==> src/rtl/bitonic_seq_pkg.sv <==
package bitonic_seq_pkg;

  // Strobes from the pass controller to the address datapath.
  typedef struct packed {
    logic clrMask;   // start a new offset-position set
    logic setBit;    // add the distance in bitPos to the set
    logic padMask;   // fill the set up to its full width
    logic clrCount;  // rewind partition and offset counters
    logic advance;   // one beat accepted downstream
  } pathCtl_t;

endpackage

==> src/rtl/bitonic_pass_ctrl.sv <==
module bitonic_pass_ctrl
  import bitonic_seq_pkg::*;
#(
  parameter int ADDR_W = 32,
  parameter int SH     = 12,
  parameter int NEXP_W = $clog2(ADDR_W + 2),
  parameter int STEP_W = $clog2(ADDR_W * (ADDR_W + 1) / 2 + 1)
) (
  input  logic              clk,
  input  logic              rstN,
  input  logic              start,
  input  logic [NEXP_W-1:0] sizeExp,
  input  logic              outReady,
  input  logic              lastBeat,
  output pathCtl_t          ctl,
  output logic [NEXP_W-1:0] bitPos,
  output logic [NEXP_W-1:0] nCur,
  output logic              outValid,
  output logic              done,
  output logic [STEP_W-1:0] passNum,
  output logic [STEP_W-1:0] stepFirst,
  output logic [STEP_W-1:0] stepLast
);

  localparam int WALK_W = $clog2(SH + 1);

  typedef enum logic [1:0] {ST_IDLE, ST_WALK, ST_EMIT, ST_FIN} state_t;

  state_t            state;
  logic [NEXP_W-1:0] nReg;
  logic [NEXP_W-1:0] sCur;
  logic [NEXP_W-1:0] cCur;
  logic [STEP_W-1:0] kCur;
  logic [WALK_W-1:0] walked;
  logic [STEP_W-1:0] passReg;
  logic [STEP_W-1:0] firstReg;
  logic [STEP_W-1:0] lastReg;
  logic              stepsLeft;
  logic              canStep;

  assign stepsLeft = 32'(sCur) <= 32'(nReg);
  assign canStep   = stepsLeft &&
                     ((passReg == '0) ? (32'(sCur) <= SH) : (32'(walked) < SH));

  always_comb begin
    ctl    = '0;
    bitPos = cCur;
    unique case (state)
      ST_IDLE, ST_FIN: ctl.clrMask = start;
      ST_WALK: begin
        if (canStep) begin
          ctl.setBit = 1'b1;
        end else begin
          ctl.padMask  = 1'b1;
          ctl.clrCount = 1'b1;
        end
      end
      ST_EMIT: begin
        ctl.advance = outReady;
        ctl.clrMask = outReady && lastBeat && stepsLeft;
      end
      default: ;
    endcase
  end

  always_ff @(posedge clk) begin
    if (!rstN) begin
      state    <= ST_IDLE;
      nReg     <= '0;
      sCur     <= '0;
      cCur     <= '0;
      kCur     <= '0;
      walked   <= '0;
      passReg  <= '0;
      firstReg <= '0;
      lastReg  <= '0;
    end else begin
      unique case (state)
        ST_IDLE, ST_FIN: begin
          if (start) begin
            nReg     <= sizeExp;
            sCur     <= NEXP_W'(1);
            cCur     <= '0;
            kCur     <= '0;
            walked   <= '0;
            passReg  <= '0;
            firstReg <= '0;
            state    <= ST_WALK;
          end
        end
        ST_WALK: begin
          if (canStep) begin
            kCur    <= kCur + 1'b1;
            walked  <= walked + 1'b1;
            lastReg <= kCur;
            if (cCur == '0) begin
              sCur <= sCur + 1'b1;
              cCur <= sCur;
            end else begin
              cCur <= cCur - 1'b1;
            end
          end else begin
            state <= ST_EMIT;
          end
        end
        ST_EMIT: begin
          if (outReady && lastBeat) begin
            if (stepsLeft) begin
              passReg  <= passReg + 1'b1;
              walked   <= '0;
              firstReg <= kCur;
              state    <= ST_WALK;
            end else begin
              state <= ST_FIN;
            end
          end
        end
        default: state <= ST_IDLE;
      endcase
    end
  end

  assign nCur      = nReg;
  assign outValid  = state == ST_EMIT;
  assign done      = state == ST_FIN;
  assign passNum   = passReg;
  assign stepFirst = firstReg;
  assign stepLast  = lastReg;

  // a reported step range is never empty
  a_r2_range_order: assert property (@(posedge clk) disable iff (!rstN)
    outValid |-> stepLast >= stepFirst);

  // passes after the first cover at most SH steps
  a_r2_later_len: assert property (@(posedge clk) disable iff (!rstN)
    (outValid && passNum != '0) |-> (32'(stepLast - stepFirst) < SH));

  // no beats offered once finished
  a_r9_done_quiet: assert property (@(posedge clk) disable iff (!rstN)
    done |-> !outValid);

endmodule

==> src/rtl/bitonic_addr_path.sv <==
module bitonic_addr_path
  import bitonic_seq_pkg::*;
#(
  parameter int ADDR_W = 32,
  parameter int SH     = 12,
  parameter int NEXP_W = $clog2(ADDR_W + 2)
) (
  input  logic                 clk,
  input  logic                 rstN,
  input  pathCtl_t             ctl,
  input  logic [NEXP_W-1:0]    bitPos,
  input  logic [NEXP_W-1:0]    nCur,
  input  logic                 outValid,
  output logic [ADDR_W-SH-1:0] partIdx,
  output logic [SH-1:0]        localOff,
  output logic [ADDR_W-1:0]    outAddr,
  output logic                 lastBeat
);

  localparam int PART_W = ADDR_W - SH;
  localparam int CNT_W  = $clog2(SH + 1);

  logic [ADDR_W-1:0] maskReg;
  logic [ADDR_W-1:0] maskPad;
  logic [ADDR_W-1:0] nMask;
  logic [SH-1:0]     offCnt;
  logic [PART_W-1:0] partCnt;
  logic [CNT_W-1:0]  effSh;
  logic [NEXP_W-1:0] partBits;
  logic [SH:0]       offMax;
  logic [PART_W:0]   partMax;
  logic              offWrap;

  assign effSh    = (32'(nCur) < SH) ? CNT_W'(nCur) : CNT_W'(SH);
  assign partBits = nCur - NEXP_W'(effSh);
  assign offMax   = ((SH + 1)'(1) << effSh) - 1'b1;
  assign partMax  = ((PART_W + 1)'(1) << partBits) - 1'b1;
  assign offWrap  = {1'b0, offCnt} == offMax;
  assign lastBeat = offWrap && ({1'b0, partCnt} == partMax);

  always_comb begin
    for (int i = 0; i < ADDR_W; i++) nMask[i] = i < int'(nCur);
  end

  // Fill the lowest unused positions below n until effSh positions are set.
  always_comb begin
    int cnt;
    cnt     = $countones(maskReg);
    maskPad = maskReg;
    for (int i = 0; i < ADDR_W; i++) begin
      if (nMask[i] && !maskReg[i] && cnt < int'(effSh)) begin
        maskPad[i] = 1'b1;
        cnt++;
      end
    end
  end

  always_ff @(posedge clk) begin
    if (!rstN) begin
      maskReg <= '0;
      offCnt  <= '0;
      partCnt <= '0;
    end else begin
      if (ctl.clrMask)      maskReg <= '0;
      else if (ctl.setBit)  maskReg <= maskReg | (ADDR_W'(1) << bitPos);
      else if (ctl.padMask) maskReg <= maskPad;

      if (ctl.clrCount) begin
        offCnt  <= '0;
        partCnt <= '0;
      end else if (ctl.advance) begin
        if (offWrap) begin
          offCnt  <= '0;
          partCnt <= partCnt + 1'b1;
        end else begin
          offCnt <= offCnt + 1'b1;
        end
      end
    end
  end

  // Spread offset bits over the mask positions and partition bits over the rest.
  always_comb begin
    int io;
    int ip;
    io      = 0;
    ip      = 0;
    outAddr = '0;
    for (int i = 0; i < ADDR_W; i++) begin
      if (nMask[i]) begin
        if (maskReg[i]) begin
          if (io < SH) outAddr[i] = offCnt[io];
          io++;
        end else begin
          if (ip < PART_W) outAddr[i] = partCnt[ip];
          ip++;
        end
      end
    end
  end

  assign partIdx  = partCnt;
  assign localOff = offCnt;

  // the offset position set has exactly min(n,SH) positions, all below n
  a_r7_mask_width: assert property (@(posedge clk) disable iff (!rstN)
    outValid |-> ($countones(maskReg) == int'(effSh)) && ((maskReg & ~nMask) == '0));

  // offset is the inner counter
  a_r6_inner_step: assert property (@(posedge clk) disable iff (!rstN)
    (ctl.advance && !offWrap && !ctl.clrCount) |=>
      (offCnt == $past(offCnt) + 1'b1) && (partCnt == $past(partCnt)));

  // partition index advances only when the offset wraps
  a_r6_outer_step: assert property (@(posedge clk) disable iff (!rstN)
    (ctl.advance && offWrap && !lastBeat && !ctl.clrCount) |=>
      (offCnt == '0) && (partCnt == $past(partCnt) + 1'b1));

endmodule

==> src/rtl/bitonic_part_addr.sv <==
module bitonic_part_addr
  import bitonic_seq_pkg::*;
#(
  parameter int ADDR_W = 32,
  parameter int SH     = 12,
  parameter int NEXP_W = $clog2(ADDR_W + 2),
  parameter int STEP_W = $clog2(ADDR_W * (ADDR_W + 1) / 2 + 1)
) (
  input  logic                 clk,
  input  logic                 rstN,
  input  logic                 start,
  input  logic [NEXP_W-1:0]    sizeExp,
  input  logic                 outReady,
  output logic                 outValid,
  output logic [ADDR_W-1:0]    outAddr,
  output logic [ADDR_W-SH-1:0] partIdx,
  output logic [SH-1:0]        localOff,
  output logic [STEP_W-1:0]    passNum,
  output logic [STEP_W-1:0]    stepFirst,
  output logic [STEP_W-1:0]    stepLast,
  output logic                 done
);

  pathCtl_t          ctl;
  logic [NEXP_W-1:0] bitPos;
  logic [NEXP_W-1:0] nCur;
  logic              lastBeat;

  bitonic_pass_ctrl #(
    .ADDR_W(ADDR_W), .SH(SH), .NEXP_W(NEXP_W), .STEP_W(STEP_W)
  ) uCtrl (
    .clk(clk), .rstN(rstN), .start(start), .sizeExp(sizeExp),
    .outReady(outReady), .lastBeat(lastBeat), .ctl(ctl), .bitPos(bitPos),
    .nCur(nCur), .outValid(outValid), .done(done), .passNum(passNum),
    .stepFirst(stepFirst), .stepLast(stepLast)
  );

  bitonic_addr_path #(
    .ADDR_W(ADDR_W), .SH(SH), .NEXP_W(NEXP_W)
  ) uPath (
    .clk(clk), .rstN(rstN), .ctl(ctl), .bitPos(bitPos), .nCur(nCur),
    .outValid(outValid), .partIdx(partIdx), .localOff(localOff),
    .outAddr(outAddr), .lastBeat(lastBeat)
  );

  // a stalled beat holds every output
  a_r8_stall_hold: assert property (@(posedge clk) disable iff (!rstN)
    (outValid && !outReady) |=> outValid && $stable(outAddr) && $stable(partIdx) &&
      $stable(localOff) && $stable(passNum) && $stable(stepFirst) && $stable(stepLast));

endmodule

==> config.mk <==
export PLATFORM = sky130hd
export DESIGN_NAME = bitonic_part_addr
export DESIGN_NICKNAME = d
export VERILOG_FILES = /design/src/rtl/bitonic_seq_pkg.sv /design/src/rtl/bitonic_pass_ctrl.sv /design/src/rtl/bitonic_addr_path.sv /design/src/rtl/bitonic_part_addr.sv
export SDC_FILE = /design/constraint.sdc
export NUM_CORES = 1
export LEC_CHECK = 0
export ABC_AREA = 0
export BUFFER_PORTS_ARGS = -buffer_cell sky130_fd_sc_hd__buf_4
export CORE_MARGIN = 10
export CORE_UTILIZATION = 55
export CTS_CLUSTER_SIZE = 28
export DETAILED_ROUTE_END_ITERATION = 8
export HOLD_SLACK_MARGIN = 0.08
export PLACE_DENSITY = 0.74
export REMOVE_ABC_BUFFERS = 1
export SETUP_SLACK_MARGIN = 0.02
export SYNTH_ARGS = -nofsm -noshare
export SYNTH_HDL_FRONTEND = slang
export SYNTH_HIERARCHICAL = 1
export SYNTH_SLANG_ARGS = --single-unit
==> constraint.sdc <==
create_clock -name clk -period 145.7 [get_ports clk]
set_clock_uncertainty 0.15 [all_clocks]
set_input_delay 21.855 -clock clk [delete_from_list [all_inputs] [get_ports clk]]
set_output_delay 21.855 -clock clk [all_outputs]
set_load 0.02 [all_outputs]
Yosys cells after proc, flatten, opt, wreduce, memory -nomap -nowiden
Cells that the tools add are included.
{"block": "word_totals", "register_bits": 128, "inputBits": 10, "output_inout_bits": 96, "word_cells": 1100}
{"block": "op_classes", "add_sub_neg": 132, "n_lt_le_gt_ge": 192, "eq_ne": 11, "n_shift": 3, "mux": 536, "bitwise": 2, "n_reduce_logical": 181}
{"cell": "32-bit 2-to-1 mux", "count": 155}
{"cell": "32-bit by 2-bit adder with 32-bit output, second input constant", "count": 91}
{"cell": "32-bit by 6-bit less-than comparator with 1-bit output, second input constant", "count": 62}
{"cell": "32-bit by 5-bit less-than comparator with 1-bit output", "count": 32}
{"cell": "32-bit by 5-bit less-than comparator with 1-bit output, second input constant", "count": 31}
{"cell": "32-bit by 7-bit less-than comparator with 1-bit output, second input constant", "count": 31}
{"cell": "32-bit adder", "count": 15}
{"cell": "1-bit 2-to-1 mux", "count": 287}
{"cell": "1-bit binary-select mux with 5-bit select", "count": 31}
{"cell": "1-bit binary-select mux with 4-bit select", "count": 31}
{"cell": "5-bit by 6-bit less-than comparator with 1-bit output, first input constant", "count": 16}
{"cell": "2-bit AND reduction", "count": 35}
{"cell": "2-bit nonzero test", "count": 35}
{"cell": "1-bit logical AND", "count": 68}
{"cell": "10-bit 2-to-1 mux", "count": 6}
{"cell": "10-bit one-hot mux with 2 select lines", "count": 3}
{"cell": "4-bit by 6-bit less-than comparator with 1-bit output, first input constant", "count": 8}
{"cell": "6-bit 2-to-1 mux", "count": 6}
{"cell": "1-bit by 1-bit adder with 2-bit output", "count": 16}
{"cell": "1-bit zero test", "count": 32}
{"cell": "32-bit OR", "count": 1}
{"cell": "1-bit by 6-bit left shift with 32-bit output, first input constant", "count": 1}
{"cell": "3-bit by 6-bit less-than comparator with 1-bit output, first input constant", "count": 4}
{"cell": "6-bit one-hot mux with 2 select lines", "count": 2}
{"cell": "37 further kinds", "count": 58}

Depth between registers and ports, before layout
{"block": "depth", "depth_word": 103, "mapped_depth": 275, "mapped_depth_nobuf": 262}

By module
Netlist, hierarchy kept.
{"module": "bitonic_addr_path", "instances": 1, "cells_each": 3771, "area_per_inst_um2": 30511.8, "seq_area_each_um2": 1281.2}
{"module": "bitonic_pass_ctrl", "instances": 1, "cells_each": 395, "area_per_inst_um2": 3280.6, "seq_area_each_um2": 1281.2}

Least setup slack after synthesis
No wires, ideal clock.
{"block": "synth_path", "path_type": "flip-flop to flip-flop", "start": "register uPath.maskReg[8]", "end": "register uPath.maskReg[31]", "setup_ps": 81, "arrival_ps": 59628, "required_ps": 145469, "path_slack_ps": 85841, "path_stages_with_launch": 259, "n_path_buf": 11, "period_less_slack_ps": 59859, "path_cell_list": "dfxtp_1 ha_1 fa_1 inv_1 fa_1 inv_1 fa_1 fa_1 fa_1 inv_1 fa_1 inv_1 ha_1 a21o_1 a211o_1 and2_1 clkbuf_1 ha_1 (+223 left out) o21ai_0 a2111oi_4 mux2_2 ha_1 a21oi_1 nor2b_1 o21ai_0 nand3b_1 a311o_1 mux2_1 ha_1 a21oi_1 nor2b_1 o21ai_0 nand4b_1 a311o_1 a21o_1 a41oi_1"}
{"block": "synth_via", "elab_chain_len": 102, "word_cells_on_any_way": 135, "cone_classes": "36 x add/sub; 32 x order compare; 31 x mux; 36 x reduce/logical"}
{"item": "from (decl)", "line_no": "bitonic_addr_path.sv:23", "text": "logic [ADDR_W-1:0] maskReg;"}
{"item": "from (signal assigned)", "line_no": "bitonic_addr_path.sv:65", "text": "else if (ctl.setBit) maskReg <= maskReg | (ADDR_W'(1) << bitPos);"}
{"item": "from (signal assigned)", "line_no": "bitonic_addr_path.sv:66", "text": "else if (ctl.padMask) maskReg <= maskPad;"}
{"item": "1-bit by 1-bit adder with 2-bit output (not written as such)", "line_no": "bitonic_addr_path.sv:48", "text": "cnt = $countones(maskReg);"}
{"item": "32-bit adder (not written as such) (4 in a row)", "line_no": "bitonic_addr_path.sv:48"}
{"item": "32-bit by 5-bit less-than comparator with 1-bit output", "line_no": "bitonic_addr_path.sv:51", "text": "if (nMask[i] && !maskReg[i] && cnt < int'(effSh)) begin"}
{"item": "1-bit logical AND", "line_no": "bitonic_addr_path.sv:51"}
{"item": "32-bit 2-to-1 mux", "line_no": "bitonic_addr_path.sv:51"}
{"item": "32-bit by 5-bit less-than comparator with 1-bit output", "line_no": "bitonic_addr_path.sv:51"}
{"item": "1-bit logical AND", "line_no": "bitonic_addr_path.sv:51"}
{"item": "32-bit 2-to-1 mux", "line_no": "bitonic_addr_path.sv:51"}
{"item": "(+83 left out)"}
{"item": "32-bit 2-to-1 mux (*)", "line_no": "bitonic_addr_path.sv:51"}
{"item": "32-bit by 5-bit less-than comparator with 1-bit output", "line_no": "bitonic_addr_path.sv:51"}
{"item": "1-bit logical AND", "line_no": "bitonic_addr_path.sv:51"}
{"item": "32-bit 2-to-1 mux (*)", "line_no": "bitonic_addr_path.sv:51"}
{"item": "32-bit by 5-bit less-than comparator with 1-bit output (*)", "line_no": "bitonic_addr_path.sv:51"}
{"item": "1-bit logical AND (*)", "line_no": "bitonic_addr_path.sv:51"}
{"item": "2-bit nonzero test (no line) (*)"}
{"item": "2-bit AND reduction (no line) (*)"}
Every way passes the cells marked *; elsewhere a longest branch is shown, timed or not.
A chain may end at the register's enable or synchronous reset.

Worst setup path after layout
{"block": "layout_path", "start": "register uPath.maskReg[3]", "end": "register uPath.maskReg[31]"}
{"block": "layout_via", "elab_chain_len": 102, "word_cells_on_any_way": 135, "cone_classes": "36 x add/sub; 32 x order compare; 31 x mux; 36 x reduce/logical"}
{"item": "1-bit by 1-bit adder with 2-bit output (not written as such)", "line_no": "bitonic_addr_path.sv:48"}
{"item": "32-bit adder (not written as such) (4 in a row)", "line_no": "bitonic_addr_path.sv:48"}
{"item": "32-bit by 5-bit less-than comparator with 1-bit output", "line_no": "bitonic_addr_path.sv:51"}
{"item": "1-bit logical AND", "line_no": "bitonic_addr_path.sv:51"}
{"item": "32-bit 2-to-1 mux", "line_no": "bitonic_addr_path.sv:51"}
{"item": "32-bit by 5-bit less-than comparator with 1-bit output", "line_no": "bitonic_addr_path.sv:51"}
{"item": "1-bit logical AND", "line_no": "bitonic_addr_path.sv:51"}
{"item": "32-bit 2-to-1 mux", "line_no": "bitonic_addr_path.sv:51"}
{"item": "(+83 left out)"}
{"item": "32-bit 2-to-1 mux (*)", "line_no": "bitonic_addr_path.sv:51"}
{"item": "32-bit by 5-bit less-than comparator with 1-bit output", "line_no": "bitonic_addr_path.sv:51"}
{"item": "1-bit logical AND", "line_no": "bitonic_addr_path.sv:51"}
{"item": "32-bit 2-to-1 mux (*)", "line_no": "bitonic_addr_path.sv:51"}
{"item": "32-bit by 5-bit less-than comparator with 1-bit output (*)", "line_no": "bitonic_addr_path.sv:51"}
{"item": "1-bit logical AND (*)", "line_no": "bitonic_addr_path.sv:51"}
{"item": "2-bit nonzero test (no line) (*)"}
{"item": "2-bit AND reduction (no line) (*)"}
Marked as above.

==> impl_metrics.env <==
export IMPL_vias_per_cell=6.91
export IMPL_synth_most_common_cell="nand2_1"
export IMPL_hold_start="uCtrl/nCur[3]$_SDFFE_PN0P_"
export IMPL_die_area_um2=71800
export IMPL_slowest_stage="a2111oi_1"
export IMPL_h_tree_depth=4
export IMPL_vias=34097
export IMPL_drt_pass1_iter_count=6
export IMPL_yosys_top_cells_area="mux4_2 9.5%, ha_1 8.3%, dfxtp_1 7.6%"
export IMPL_grt_remaining_overflow=0
export IMPL_start_util=0.558
export IMPL_cts_tree="built"
export IMPL_io_pins=106
export IMPL_drt_wirelength_per_cell_um=23.0
export IMPL_yosysSeqAreaShare=0.0758
export IMPL_path_max_fanout=16
export IMPL_hold_violations=0
export IMPL_fmax_mhz=14.9
export IMPL_drt_total_wl_um=114000
export IMPL_maxCapViolations=0
export IMPL_final_antenna_net_count=0
export IMPL_fin_nets=4398
export IMPL_dp_hpwl_um=84100
export IMPL_postCtsSetupBuffers=0
export IMPL_min_to="uCtrl/nCur[3]$_SDFFE_PN0P_"
export IMPL_grt_antenna_before_repair=0
export IMPL_grt_setup_unrepaired="no"
export IMPL_synth_top_area_cell="mux4_2"
export IMPL_fin_worst_hold_slack_ns=0.309
export IMPL_root_buffer="clkbuf_16"
export IMPL_synth_common_cells="403 x nand2_1, 350 x nor2_1, 224 x ha_1, 209 x xnor2_1, 190 x inv_1"
export IMPL_io_buffer_count=105
export IMPL_ys_seq_elements=128
export IMPL_die_h_um=268
export IMPL_drc=0
export IMPL_n_antenna_cell=0
export IMPL_fin_setup_tns_ns=0
export IMPL_final_util=0.587
export IMPL_startpoint_type="register"
export IMPL_core_um2=60600
export IMPL_drive_above_1_share=0.150
export IMPL_syn_area_um2=33800
export IMPL_max_slew_margin_rel=0.133
export IMPL_grt_pass1_wl_um=178000
export IMPL_clock_sinks=128
export IMPL_insertion_delay_ns=0.46
export IMPL_num_rows=90
export IMPL_path_class="register to register"
export IMPL_r2r_slack_ns=78.50
export IMPL_cp_arrival_ns=67.41
export IMPL_r2r_cells=249
export IMPL_period_needed_ns=67.20
export IMPL_slowest_delay_ns=1.13
export IMPL_drtIter0Drc=3915
export IMPL_yosysTopAreaCellShare=0.0946
export IMPL_status="finished, final reports clean"
export IMPL_setup_violations_final=0
export IMPL_end_kind="register"
export IMPL_worstPathRequired_ns=145.92
export IMPL_cts_resized=0
export IMPL_clockBufferDepth=2
export IMPL_worst_pin_slew_ns=1.30
export IMPL_grt_use_total=0.307
export IMPL_maxSlewViolCount=0
export IMPL_reg2reg_to="uPath/maskReg[31]$_SDFFE_PP0P_"
export IMPL_grt_max_degree=38
export IMPL_ys_async_sr_fraction=0
export IMPL_ys_warn_count=6
export IMPL_synth_edff_count=0
export IMPL_grt_pass1_vias=31861
export IMPL_die_w_um=268
export IMPL_fin_crit_sh=0.461
export IMPL_cts_buffers=17
export IMPL_fillerInstances=5475
export IMPL_hold_path_class="register to register"
export IMPL_critPathMostFrequentCell="ha_1"
export IMPL_regToRegStartpoint="uPath/maskReg[3]$_SDFFE_PP0P_"
export IMPL_synthCells=4166
export IMPL_clk_pin_slew_ns=0.08
export IMPL_synth_cell_type_count=152
export IMPL_synthFlopType="dfxtp_1"
export IMPL_cts_hold_buf=0
export IMPL_area_growth_pct=5.30
export IMPL_hold_depth=2
export IMPL_syn_avg_cell_area_um2=8.11
export IMPL_gp_congestion=1.02
[worst max path at each step]
stage / slack [ns] / startpoint / cells past startpoint / endpoint
after floorplan: 85.87 / uPath/maskReg[8]$_SDFFE_PP0P_ / 249 / uPath/maskReg[31]$_SDFFE_PP0P_
after global placement: 82.44 / uPath/maskReg[11]$_SDFFE_PP0P_ / 249 / uPath/maskReg[31]$_SDFFE_PP0P_
after detailed placement: 79.98 / uPath/maskReg[11]$_SDFFE_PP0P_ / 251 / uPath/maskReg[31]$_SDFFE_PP0P_
after CTS: 79.66 / uPath/maskReg[11]$_SDFFE_PP0P_ / 250 / uPath/maskReg[31]$_SDFFE_PP0P_
after global routing: 73.06 / uPath/maskReg[11]$_SDFFE_PP0P_ / 254 / uPath/maskReg[31]$_SDFFE_PP0P_
final: 78.50 / uPath/maskReg[3]$_SDFFE_PP0P_ / 249 / uPath/maskReg[31]$_SDFFE_PP0P_
[metrics by stage]
stage | setup slack (ns) | instances | cell area (µm²)
after floorplan | 85.87 | 3945 | 32700
after global placement | 82.44 | 4903 | 35000
after detailed placement | 79.98 | 4903 | 35000
after CTS | 79.66 | 4935 | 35600
after global routing | 73.06 | 4935 | 35600
final | 78.50 | 4935 | 35600
[layout by cell type (no fill, tap or decap), drive strengths merged, types with 128 or more instances in the layout]
cell,n
o21ai,200
xor2,197
nand2,404
a21oi,195
mux2i,191
nor2,353
ha,224
dfxtp,128
nand3,179
buf,176
inv,209
mux4,192
xnor2,236
[area by class of cell]
type / instances / area (µm²) / share of cell area
clock buffers: 17 / 425 / 0.0120
clock inverters: 15 / 140 / 0.00394
inverters: 203 / 764 / 0.0215
multi-input cells: 3614 / 29400 / 0.826
flip-flops and latches: 128 / 2560 / 0.0720
well taps: 782 / 978 / 0.0275
repair buffers: 176 / 1320 / 0.0371
[registers in the layout (all words and copies together) (netlist names)]
signal,flops
uCtrl/sCur,6
uCtrl/bitPos,6
uPath/maskReg,32
uPath/localOff,12
uCtrl/stepLast,10
uCtrl/passNum,10
uCtrl/walked,4
uCtrl/stepFirst,10
uPath/partIdx,20
uCtrl/kCur,10
uCtrl/state,2
uCtrl/nCur,6
[critical path, delay by kind of cell (launching register included)]
kind                     cells  cell delay [ns]
buffers and inverters       22             3.03
AND/OR/NAND/NOR             75            17.16
XOR/XNOR                    11             3.13
adder cells (fa/ha/maj)     39            12.75
multiplexers                12             4.21
AO/OA/AOI/OAI               90            25.90
flip-flops                   1             0.65
[kinds of logic (layout without fill, tap and decap cells)]
family / count (synthesis) / in the layout / synth area share
compound gates: 888 / 888 / 0.189
xor+xnor: 439 / 439 / 0.128
fa+ha+maj: 248 / 248 / 0.0972
buf+inv: 424 / 411 / 0.0552
flops: 128 / 128 / 0.0758
mux: 456 / 456 / 0.214
other cells: 1 / 1 / 0.000111
simple gates: 1582 / 1582 / 0.241
[routing by layer]
layer,global-route usage,routed length (µm)
met5,0,0
met4,0.148,5330
met3,0.0580,11500
met2,0.483,50600
met1,0.399,46300
Power is not shown: default switching activity piles up to over one toggle a cycle in this logic, so the estimate is an artifact.
